## config.mk

```make
export PLATFORM = sky130hd
export DESIGN_NAME = irq_pair
export DESIGN_NICKNAME = d
export VERILOG_FILES = /design/src/rtl/irq_pkg.sv /design/src/rtl/irq_addr_dec.sv /design/src/rtl/irq_status_reg.sv /design/src/rtl/irq_mask_reg.sv /design/src/rtl/irq_pair.sv
export SDC_FILE = /design/constraint.sdc
export NUM_CORES = 1
export LEC_CHECK = 0
export CELL_PAD_IN_SITES_DETAIL_PLACEMENT = 1
export CELL_PAD_IN_SITES_GLOBAL_PLACEMENT = 1
export CORE_MARGIN = 2
export CORE_UTILIZATION = 33
export DETAILED_ROUTE_END_ITERATION = 16
export PLACE_DENSITY = 0.73
export SYNTH_ARGS = -nofsm -noshare
export SYNTH_HDL_FRONTEND = slang
export SYNTH_SLANG_ARGS = --single-unit
```

## constraint.sdc

```tcl
create_clock -name clk -period 1.3 [get_ports clk]
set_input_delay 0.195 -clock clk [delete_from_list [all_inputs] [get_ports clk]]
set_output_delay 0.195 -clock clk [all_outputs]
set_load 0.02 [all_outputs]
```

## src/rtl/irq_pkg.sv

```systemverilog
package irq_pkg;
  // Offsets of the two registers from the block's base address
  localparam int STATUS_OFS = 0;
  localparam int MASK_OFS   = 1;
endpackage

```

## src/rtl/irq_addr_dec.sv

```systemverilog
module irq_addr_dec #(
  parameter int ADDR_W    = 4,
  parameter int BASE_ADDR = 4
) (
  input  logic              clk,
  input  logic              rst,
  input  logic [ADDR_W-1:0] addr,
  output logic              sel_status,
  output logic              sel_mask
);
  import irq_pkg::*;

  localparam logic [ADDR_W-1:0] STATUS_ADDR = ADDR_W'(BASE_ADDR + STATUS_OFS);
  localparam logic [ADDR_W-1:0] MASK_ADDR   = ADDR_W'(BASE_ADDR + MASK_OFS);

  always_comb begin
    sel_status = (addr == STATUS_ADDR);
    sel_mask   = (addr == MASK_ADDR);
  end

  // a single address never selects both registers
  a_r9_one_select: assert property (@(posedge clk) disable iff (rst)
    $onehot0({sel_status, sel_mask}));
endmodule

```

## src/rtl/irq_status_reg.sv

```systemverilog
module irq_status_reg #(
  parameter int DATA_W = 8
) (
  input  logic              clk,
  input  logic              rst,
  input  logic [DATA_W-1:0] set_bits,
  input  logic [DATA_W-1:0] clr_bits,
  output logic [DATA_W-1:0] status
);
  for (genvar i = 0; i < DATA_W; i++) begin : g_bit
    always_ff @(posedge clk) begin
      if (rst)              status[i] <= 1'b0;
      else if (set_bits[i]) status[i] <= 1'b1;   // set outranks clear
      else if (clr_bits[i]) status[i] <= 1'b0;
    end
  end

  // every bit being set ends up 1, even when it is also being cleared
  a_r8_set_wins: assert property (@(posedge clk) disable iff (rst)
    (|set_bits) |=> ((status & $past(set_bits)) == $past(set_bits)));
  // a bit cleared without a concurrent set ends up 0
  a_r3_w1c: assert property (@(posedge clk) disable iff (rst)
    (|(clr_bits & ~set_bits)) |=> ((status & $past(clr_bits & ~set_bits)) == '0));
  // a bit goes from 0 to 1 only through a set request
  a_r4_no_sw_set: assert property (@(posedge clk) disable iff (rst)
    1'b1 |=> ((status & ~$past(status) & ~$past(set_bits)) == '0));
endmodule

```

## src/rtl/irq_mask_reg.sv

```systemverilog
module irq_mask_reg #(
  parameter int                DATA_W    = 8,
  parameter logic [DATA_W-1:0] MASK_INIT = 8'hF0
) (
  input  logic              clk,
  input  logic              rst,
  input  logic              wr_en,
  input  logic [DATA_W-1:0] wdata,
  output logic [DATA_W-1:0] mask
);
  always_ff @(posedge clk) begin
    if (rst)        mask <= MASK_INIT;
    else if (wr_en) mask <= wdata;
  end

  // the mask changes only on a write
  a_r5_mask_hold: assert property (@(posedge clk) disable iff (rst)
    !wr_en |=> $stable(mask));
endmodule

```

## src/rtl/irq_pair.sv

```systemverilog
module irq_pair #(
  parameter int                DATA_W    = 8,
  parameter int                ADDR_W    = 4,
  parameter int                BASE_ADDR = 4,
  parameter logic [DATA_W-1:0] MASK_INIT = 8'hF0
) (
  input  logic              clk,
  input  logic              rst,
  input  logic [ADDR_W-1:0] bus_addr,
  input  logic              bus_wr_en,
  input  logic              bus_rd_en,
  input  logic [DATA_W-1:0] bus_wdata,
  output logic [DATA_W-1:0] bus_rdata,
  input  logic [DATA_W-1:0] hw_set,
  output logic              irq_out
);
  logic              sel_status, sel_mask;
  logic [DATA_W-1:0] status, mask, clr_bits;

  irq_addr_dec #(.ADDR_W(ADDR_W), .BASE_ADDR(BASE_ADDR)) u_dec (
    .clk(clk), .rst(rst), .addr(bus_addr),
    .sel_status(sel_status), .sel_mask(sel_mask)
  );

  always_comb clr_bits = (bus_wr_en && sel_status) ? bus_wdata : '0;

  irq_status_reg #(.DATA_W(DATA_W)) u_status (
    .clk(clk), .rst(rst), .set_bits(hw_set), .clr_bits(clr_bits), .status(status)
  );

  irq_mask_reg #(.DATA_W(DATA_W), .MASK_INIT(MASK_INIT)) u_mask (
    .clk(clk), .rst(rst), .wr_en(bus_wr_en && sel_mask), .wdata(bus_wdata), .mask(mask)
  );

  always_ff @(posedge clk) begin
    if (rst) begin
      bus_rdata <= '0;
      irq_out   <= 1'b0;
    end else begin
      irq_out <= |(status & ~mask);
      if (bus_rd_en && sel_status)    bus_rdata <= status;
      else if (bus_rd_en && sel_mask) bus_rdata <= mask;
      else                            bus_rdata <= '0;
    end
  end

  // the interrupt follows the unmasked status one cycle later
  a_r7_irq_follows: assert property (@(posedge clk) disable iff (rst)
    1'b1 |=> (irq_out == |($past(status) & ~$past(mask))));
  // the read data is zero after a cycle with no read
  a_r10_idle_zero: assert property (@(posedge clk) disable iff (rst)
    !bus_rd_en |=> (bus_rdata == '0));
endmodule

```

==> results.json <==
{
  "cts_buffers": 3,
  "r2r-start": "u_status.status[4]",
  "grt_pass1_wl_um": 4809,
  "slew_violations": 0,
  "yosys_warnings": 0,
  "netlist_instances": 116,
  "clk_pin_slew_ns": 0.15,
  "fin_area_mm2": 0.001583,
  "crit_family": "buffers and inverters",
  "worst-setup-path-type": "in2reg",
  "hold_ws_ns": 0.4629,
  "worst_pin_slew_ns": 0.3801,
  "root_buffer": "clkbuf_4",
  "gp_congestion": 0.7322,
  "grt_remaining_overflow": 0,
  "ios": 33,
  "fin_skew_ns": 0.01102,
  "antenna_found_initial": 0,
  "min_path_cells": 3,
  "dieHeight_um": 63.03,
  "cp.required_ns": 1.54,
  "crit_start": "bus_addr[0]",
  "end_kind": "register",
  "core_area_mm2": 0.003337,
  "synth_cell_types": 29,
  "drive_above_1_share_pct": 20.00,
  "vias": 1006,
  "area_delta_synth_final_pct": 37.65,
  "regArea_um2": 500.5,
  "n_fill_cell": 411,
  "rsz0062_at_grt": "false",
  "maxCapViolations": 0,
  "via_per_inst": 5.005,
  "setup.worst_path.end": "bus_rdata[2]",
  "dp_hpwl_um": 2121,
  "grt_pass1_vias": 1073,
  "diodes": 0,
  "hold_class": "in2reg",
  "post-route-min-period_ns": 1.222,
  "max_freq_mhz": 818.5,
  "post_drt_wl_per_cell_um": 13.93,
  "power_density_mw_per_mm2": 878.2,
  "grt_util_all_layers_pct": 15.10,
  "die_area_mm2": 0.003973,
  "crit_chain": "clkdlybuf4s50_1 > nor2b_1 > buf_4 > buf_4 > nand2_1 > a211oi_2",
  "outcome": "finished, final reports clean",
  "power_leakage_uw": 0.0006663,
  "initial_core_util_pct": 34.46,
  "layout.cells.non_filler": 201,
  "crit_top_cell": "buf_4",
  "worstRegToRegCells": 3,
  "path_buf_inv": 3,
  "maxSlewHeadroom_pct": 74.01,
  "die_w_um": 63.03,
  "wirelength_um": 2799,
  "cp_max_fo": 13,
  "port_buffers": 32,
  "fin_nets": 180,
  "synth_seq_cells": 25,
  "ys_seq_area_share_pct": 43.53,
  "cp_num_cells": 6,
  "r2r_end": "irq_out",
  "final_hold_viol_count": 0,
  "drc": 0,
  "grt_max_degree": 30,
  "cts_buffer_depth": 2,
  "htreeDepth": 1,
  "ff2ff_setup_slack_ns": 0.19,
  "clock_sinks": 25,
  "cp_slowest_cell": "clkdlybuf4s50_1",
  "antenna_left": 0,
  "place_area_mm2": 0.001567,
  "slowest_delay_ns": 0.47,
  "final_util_pct": 47.43,
  "cts_tree": "yes",
  "synthesis.area_mm2": 0.001150,
  "startpoint_type": "input pin",
  "drtIter0Drc": 31,
  "std_cell_rows": 21,
  "avgSynthCellArea_um2": 9.913,
  "multi_input_area_um2": 561.8,
  "dp_cells": 197,
  "insertion_delay_ns": 0.31,
  "period_share_pct": 93.98,
  "syn_nets": 140,
  "first_pass_iters": 3,
  "crit_arrival_ns": 1.46,
  "setup_violations": 0,
  "vdd_drop_max_uv": 330.9
}
==> routing by layer <==
layer	part of all wire, %	vias up	wire, µm	global-route usage, %
met2	50	22	1409	27.13
met3	3.8	2	106	2.523
li1	-	496	-	-
met1	45	486	1258	18.14
met5	0	-	0	0
met4	0.82	0	23	4.722
==> flip-flops by register name (all words and copies together) (netlist names) <==
signal           count
bus_rdata            8
irq_out              1
u_mask.mask          8
u_status.status      8
==> cell families after synthesis <==
logic type,after synthesis,synth area share [%]
DFF,25,43.53
AOI/OAI and AO/OA,20,17.19
and+or+nand+nor,58,31.67
buffers and inverters,13,7.617
==> Yosys cell counts <==
cell	count	area, µm²
buf_4	1	7.510
buf_12	1	20.02
nor3_2	4	40.04
nand2b_1	1	6.260
nand3b_1	1	7.510
a2111oi_0	1	8.760
inv_1	5	18.77
and4b_1	8	80.08
a211oi_2	6	75.07
o31ai_2	3	37.54
and3_1	4	25.02
nor2_1	8	30.03
nand4b_1	4	35.03
a211oi_1	2	15.01
nand2_1	16	60.06
nor3_1	4	20.02
a22oi_1	2	15.01
dfxtp_1	25	500.5
nand2_4	1	11.26
and3b_1	1	8.760
and2_4	1	8.760
o21ai_1	1	5.000
buf_2	3	15.01
clkbuf_1	1	3.750
a31oi_1	1	6.260
a211o_1	4	35.03
buf_6	2	22.52
nor2_2	1	6.260
nor2b_1	4	25.02
==> cell usage in the layout (no fill, tap or decap), drive strengths merged <==
| cell type | synthesis | layout |
|---|---|---|
| nor2b | 4 | 4 |
| nor3 | 8 | 8 |
| and3b | 1 | 1 |
| a211oi | 8 | 8 |
| dlygate4sd2 | 0 | 9 |
| inv | 5 | 5 |
| nor2 | 9 | 9 |
| clkbuf | 1 | 3 |
| clkinv | 0 | 1 |
| a2111oi | 1 | 1 |
| nand2 | 17 | 17 |
| nand4b | 4 | 4 |
| o31ai | 3 | 3 |
| o21ai | 1 | 1 |
| and4b | 8 | 8 |
| and2 | 1 | 1 |
| a31oi | 1 | 1 |
| a211o | 4 | 4 |
| dfxtp | 25 | 25 |
| buf | 7 | 11 |
| a22oi | 2 | 2 |
| clkdlybuf4s50 | 0 | 23 |
| nand3b | 1 | 1 |
| and3 | 4 | 4 |
| nand2b | 1 | 1 |
==> timing repair <==
action | CTS | global route
endpoints found under the setup margin | 9 | 0
buffers inserted | 0 | 0
gates resized for setup | 9 | 0
hold buffers | 0 | 0
==> worst min-delay path by stage <==
stage | slack [ns] | from | endpoint
6_report | 0.46 | hw_set[0] | u_status.status[0]
4_1_cts | 0.46 | hw_set[0] | u_status.status[0]
5_1_grt | 0.47 | hw_set[3] | u_status.status[3]
2_1_floorplan | 0.34 | hw_set[4] | u_status.status[4]
3_5_place_dp | 0.48 | u_mask.mask[7] | bus_rdata[7]
3_3_place_gp | 0.47 | u_mask.mask[0] | u_mask.mask[0]
==> through the flow <==
step                      setup TNS [ns]  power (µW)  setup slack (ns)
final                                  0        1390           0.07828
after global routing                   0        1466           0.01731
after CTS                              0        1417           0.06823
after detailed placement          -4.545        1065           -0.2677
after global placement            -3.153        1056           -0.2313
after floorplan                        0       933.2            0.2476
==> worst min-delay path: cells and delay by family <==
family | cells | cell delay [ns]
buf+inv | 1 | 0.42
simple gates | 2 | 0.15
==> final cells by class <==
type | instances | share of cell area [%]
Clock buffer | 3 | 1.423
Multi-Input combinational cell | 78 | 35.49
Clock inverter | 1 | 0.3162
Timing Repair Buffer | 43 | 26.32
Tap cell | 46 | 3.636
Sequential cell | 25 | 31.62
Inverter | 5 | 1.186
==> where the power goes <==
group / switching, µW / leakage [µW] / internal [µW]
clock network: 234 / 0.0000177 / 115
registers: 18.4 / 0.000205 / 794
logic: 98.7 / 0.000444 / 130
total: 351 / 0.000666 / 1040
No activity file was read; power rests on OpenSTA's default activity.
